### src/rtl/ecube_pkg.sv
package ecube_pkg;
  typedef enum logic {
    ST_FREE = 1'b0,
    ST_HOLD = 1'b1
  } hold_state_t;

  function automatic int unsigned idx_width(input int unsigned dims);
    return (dims > 1) ? $clog2(dims) : 1;
  endfunction
endpackage

### src/rtl/ecube_lowbit.sv
module ecube_lowbit #(
  parameter int DIM = 4,
  parameter int IW  = 2
) (
  input  logic [DIM-1:0] vec_i,
  output logic [DIM-1:0] mask_o,
  output logic [IW-1:0]  idx_o,
  output logic           any_o
);
  // below[i] is high when some bit under position i is set
  logic [DIM:0] below;
  assign below[0] = 1'b0;

  for (genvar g = 0; g < DIM; g++) begin : g_chain
    assign below[g+1] = below[g] | vec_i[g];
    assign mask_o[g]  = vec_i[g] & ~below[g];
  end

  assign any_o = below[DIM];

  always_comb begin
    idx_o = '0;
    for (int i = 0; i < DIM; i++) begin
      if (mask_o[i]) idx_o = IW'(i);
    end
  end
endmodule

### src/rtl/ecube_popcnt.sv
module ecube_popcnt #(
  parameter int DIM = 4,
  parameter int CW  = 3
) (
  input  logic [DIM-1:0] vec_i,
  output logic [CW-1:0]  cnt_o
);
  always_comb begin
    cnt_o = '0;
    for (int i = 0; i < DIM; i++) begin
      cnt_o = cnt_o + CW'(vec_i[i]);
    end
  end
endmodule

### src/rtl/ecube_hdr_ctl.sv
module ecube_hdr_ctl
  import ecube_pkg::*;
#(
  parameter int DIM = 4,
  parameter int CW  = 3
) (
  input  logic           clk,
  input  logic           rst_n,
  input  logic           load_i,
  input  logic [DIM-1:0] load_vec_i,
  input  logic [CW-1:0]  load_cnt_i,
  input  logic           step_i,
  input  logic [DIM-1:0] step_mask_i,
  input  logic           release_i,
  output logic           held_o,
  output logic [DIM-1:0] vec_o,
  output logic [CW-1:0]  total_o,
  output logic [CW-1:0]  taken_o
);
  hold_state_t st_q;

  always_ff @(posedge clk) begin
    if (!rst_n) begin
      st_q    <= ST_FREE;
      vec_o   <= '0;
      total_o <= '0;
      taken_o <= '0;
    end else begin
      if (load_i) begin
        st_q    <= ST_HOLD;
        vec_o   <= load_vec_i;
        total_o <= load_cnt_i;
        taken_o <= '0;
      end else begin
        if (step_i) begin
          vec_o   <= vec_o & ~step_mask_i;
          taken_o <= taken_o + 1'b1;
        end
        if (release_i) st_q <= ST_FREE;
      end
    end
  end

  assign held_o = (st_q == ST_HOLD);

  // a step only ever clears a bit that is currently set
  a_r5_step_hits_set_bit: assert property (@(posedge clk) disable iff (!rst_n)
    step_i |-> ((vec_o & step_mask_i) == step_mask_i));

  // a load is never taken while a packet is held
  a_r2_no_load_when_held: assert property (@(posedge clk) disable iff (!rst_n)
    load_i |-> !held_o);
endmodule

### src/rtl/ecube_router.sv
module ecube_router
  import ecube_pkg::*;
#(
  parameter int DIM = 4
) (
  input  logic                                    clk,
  input  logic                                    rst_n,
  input  logic                                    inj_valid,
  output logic                                    inj_ready,
  input  logic [DIM-1:0]                          inj_src,
  input  logic [DIM-1:0]                          inj_dst,
  output logic                                    hop_valid,
  input  logic                                    hop_ready,
  output logic [((DIM > 1) ? $clog2(DIM) : 1)-1:0] hop_dim,
  output logic [DIM-1:0]                          hop_mask,
  output logic [$clog2(DIM+1)-1:0]                hop_total,
  output logic [$clog2(DIM+1)-1:0]                hop_left,
  output logic                                    ej_valid,
  input  logic                                    ej_ready
);
  localparam int NODES = 1 << DIM;
  localparam int IW    = idx_width(DIM);
  localparam int CW    = $clog2(DIM+1);

  logic [DIM-1:0] diff_vec;
  logic [CW-1:0]  diff_cnt;
  logic [DIM-1:0] cur_vec;
  logic [CW-1:0]  taken;
  logic           held;
  logic           any_left;
  logic           inj_fire, hop_fire, ej_fire;

  assign diff_vec = inj_src ^ inj_dst;

  ecube_popcnt #(.DIM(DIM), .CW(CW)) i_cnt_new (
    .vec_i (diff_vec),
    .cnt_o (diff_cnt)
  );

  ecube_popcnt #(.DIM(DIM), .CW(CW)) i_cnt_left (
    .vec_i (cur_vec),
    .cnt_o (hop_left)
  );

  ecube_lowbit #(.DIM(DIM), .IW(IW)) i_pick (
    .vec_i  (cur_vec),
    .mask_o (hop_mask),
    .idx_o  (hop_dim),
    .any_o  (any_left)
  );

  assign inj_ready = ~held;
  assign hop_valid = held & any_left;
  assign ej_valid  = held & ~any_left;
  assign inj_fire  = inj_valid & inj_ready;
  assign hop_fire  = hop_valid & hop_ready;
  assign ej_fire   = ej_valid & ej_ready;

  ecube_hdr_ctl #(.DIM(DIM), .CW(CW)) i_ctl (
    .clk         (clk),
    .rst_n       (rst_n),
    .load_i      (inj_fire),
    .load_vec_i  (diff_vec),
    .load_cnt_i  (diff_cnt),
    .step_i      (hop_fire),
    .step_mask_i (hop_mask),
    .release_i   (ej_fire),
    .held_o      (held),
    .vec_o       (cur_vec),
    .total_o     (hop_total),
    .taken_o     (taken)
  );

  // the published path length matches the loaded vector
  a_r3_total_matches: assert property (@(posedge clk) disable iff (!rst_n)
    inj_fire |=> (hop_total == hop_left));

  // an offered dimension is one-hot and matches its index
  a_r4_mask_onehot: assert property (@(posedge clk) disable iff (!rst_n)
    hop_valid |-> ($countones(hop_mask) == 1 && hop_mask[hop_dim]));

  // an offer not taken holds steady
  a_r5_offer_holds: assert property (@(posedge clk) disable iff (!rst_n)
    (hop_valid && !hop_ready) |=> (hop_valid && $stable(hop_dim)));

  // each accepted hop lowers the remaining count by one
  a_r9_left_drops: assert property (@(posedge clk) disable iff (!rst_n)
    hop_fire |=> (hop_left == $past(hop_left) - 1'b1));

  // at eject the hops taken equal the path length
  a_r6_eject_count: assert property (@(posedge clk) disable iff (!rst_n)
    ej_valid |-> (taken == hop_total));

  // eject and hop offer never overlap
  a_r7_exclusive: assert property (@(posedge clk) disable iff (!rst_n)
    !(ej_valid && hop_valid));

  // equal addresses eject at once
  a_r7_self_eject: assert property (@(posedge clk) disable iff (!rst_n)
    (inj_fire && inj_src == inj_dst) |=> (ej_valid && hop_total == '0));

  // eject handshake frees the unit
  a_r8_release: assert property (@(posedge clk) disable iff (!rst_n)
    ej_fire |=> (inj_ready && !ej_valid));

  initial begin
    a_nodes_ok: assert (NODES >= 2);
  end
endmodule

### config.mk
export PLATFORM = sky130hd
export DESIGN_NAME = ecube_router
export DESIGN_NICKNAME = d
export VERILOG_FILES = /design/src/rtl/ecube_pkg.sv /design/src/rtl/ecube_lowbit.sv /design/src/rtl/ecube_popcnt.sv /design/src/rtl/ecube_hdr_ctl.sv /design/src/rtl/ecube_router.sv
export SDC_FILE = /design/constraint.sdc
export NUM_CORES = 1
export LEC_CHECK = 0
export ABC_AREA = 1
export BUFFER_PORTS_ARGS = -buffer_cell sky130_fd_sc_hd__buf_2
export CAP_MARGIN = 0
export CELL_PAD_IN_SITES_DETAIL_PLACEMENT = 0
export CELL_PAD_IN_SITES_GLOBAL_PLACEMENT = 2
export CORE_ASPECT_RATIO = 1.1
export CORE_MARGIN = 4
export CORE_UTILIZATION = 26
export CTS_BUF_LIST = sky130_fd_sc_hd__clkbuf_2 sky130_fd_sc_hd__clkbuf_4 sky130_fd_sc_hd__clkbuf_8
export CTS_CLUSTER_DIAMETER = 200
export DETAILED_ROUTE_END_ITERATION = 12
export PLACE_DENSITY = 0.86
export SKIP_LAST_GASP = 1
export SYNTH_ARGS = -nofsm -noshare
export SYNTH_HDL_FRONTEND = slang
export SYNTH_SLANG_ARGS = --single-unit
### constraint.sdc
create_clock -name clk -period 2.8 [get_ports clk]
set_input_delay 0.56 -clock clk [delete_from_list [all_inputs] [get_ports clk]]
set_output_delay 0.56 -clock clk [all_outputs]
set_load 0.02 [all_outputs]
==> flow_summary.toml <==
[synth]
ys.warnings.count = 0
syn-num-nets = 106
yosysTopAreaCellShare_pct = 26.2
synth_area_per_cell_um2 = 7.28
syn_area_um2 = 612
ys_seq_area_share_pct = 26.2
synth_top_area_cell = "dfxtp_1"
ys_top_cells_by_area = "dfxtp_1, ha_1, inv_1"
syn_inst = 84
synth-seq-cells = 8
synth.distinct_cells = 22

[die]
row_count = 18
die_area_um2 = 3190
core-area_um2 = 2250
die_w_um = 54.3
die_h_um = 58.9
io_pins = 28
initial_core_util_pct = 27.2

[timing]
fin_skew_ps = 6.03
fin_crit_ps = 2420
setup_viol = 0
holdWs_ps = 478
slew_headroom_pct = 87.3
rsz0062_at_grt = "false"
fmax_mhz = 413
post-route-period-util_pct = 86.4
drv_slew = 0
worst_pin_slew_ps = 190
hold_violations = 0
setup_tns_ps = 0

[global_routing]
antenna_found_initial = 0
grt_pass1_wl_um = 1960
grt_pass1_vias = 513
grt_usage_pct = 8.47
overflow = 0
grt_max_degree = 13

[clocking]
clk_latency_ps = 250
clockBufferDepth = 2
cts_inserted_buffers = 3
cts.sinks = 8
clk_pin_slew_ps = 60
cts_tree = "yes"
cts_root_buf = "clkbuf_4"
hold_buffers = 0
cts_resized = 0
htreeDepth = 1
post_cts_buffers = 0

[worst_hold_path]
min-delay-path-class = "flop to flop"

[run]
max_cap_violations = 0

[route]
wl_per_cell_um = 8.96
vias = 597
antenna_left = 0
viasPerCell = 4.20
first_pass_iters = 4
drt-initial-drc-count = 3
drc = 0
drt-total-wl_um = 1270

[run_status]
outcome = "completed"

[pwr]
power.density_nw_per_um2 = 480
p_leak_nw = 0.479
p_total_mw = 0.378
vdd_drop_max_mv = 0.151

[place]
port_buffers = 27
hpwl_um = 1100
globalplace.congestion = 0.714

[critical_path]
critical_path_class = "flop to output pin"
critPathMaxFanout = 5
cp_slowest_cell = "dfxtp_1"
cp-end-kind = "output pin"
required_ps = 2240
crit_chain = "inv_1, ha_1, fa_1, ha_1, buf_2"
critPathLaunchType = "flop"
crit_top_cell = "ha_1"
arrival_ps = 1860
max_stage_delay_ps = 400

[cells_and_area]
final_nets = 136
final_common_cell = "buf_2"
areaGrowthSynthToFinish_pct = 28.8
antenna_cells = 0
layout_common_cells = "buf_2, inv_1, nand2_1"
seqCellArea_um2 = 160
multi_input_area_um2 = 362
nFillCells = 256
drive_above_1_share_pct = 34.8
metrics by stage:
stage	utilization (%)	std cells	setup slack, ps	instance area (µm²)
after floorplan	-	84	774	612
after global placement	34.0	139	642	766
after detailed placement	34.0	139	590	766
after CTS	35.0	142	370	788
after global routing	35.0	142	304	788
final	35.0	142	379	788
metal layers:
metal	global-route usage (%)	routed length, µm
met5	0	0
met4	7.47	36
met3	1.27	84
met2	13.7	605
met1	9.32	546
flip-flops by register name, indices dropped and copies added (netlist names):
signal / flops
i_ctl.held_o: 1
i_ctl.vec_o: 4
i_ctl.total_o: 3
synthesized netlist by cell type, drive strengths merged:
library cell  instances
a21oi                 6
a31oi                 1
and2                  1
buf                   2
dfxtp                 8
fa                    2
ha                    7
inv                  19
nand2                14
nand3                 5
nor2                  8
nor3                  1
o21ai                 6
or2                   2
xor2                  2
cells by family after synthesis:
kind of cell    count (synthesis)  synth area share, %
buf+inv                        21                 14.7
xor+xnor                        2                 2.86
compound gates                 13                 11.5
fa+ha+maj                       9                 20.9
simple gates                   31                 23.9
flops                           8                 26.2
critical path, delay by kind of cell, from the launching register on:
family	cells	cell delay, ps
flip-flops	1	400
adder cells (fa/ha/maj)	3	970
buffers and inverters	2	240
area by class of cell:
type / instances / share of cell area, %
timing repair buffer: 27 / 17.1
sequential: 8 / 20.3
multi-input combinational: 55 / 45.9
clock buffer: 3 / 2.86
tap: 30 / 4.76
inverter: 19 / 9.05
worst paths after layout:
check             slack (ps)             start  depth (start not counted)          endpoint
setup / recovery         380    i_ctl.vec_o[0]                          5       hop_left[1]
hold / removal           480  i_ctl.total_o[1]                          2  i_ctl.total_o[1]
setup reg to reg        1480    i_ctl.vec_o[0]                          7    i_ctl.vec_o[1]
hold reg to reg          480  i_ctl.total_o[1]                          2  i_ctl.total_o[1]
power breakdown:
part           internal (mW)  leakage [nW]  switching, mW
clock network         0.0492        0.0138         0.0409
logic                 0.0562         0.399         0.0969
registers              0.126        0.0661        0.00950
No activity file was read; power rests on OpenSTA's default activity.
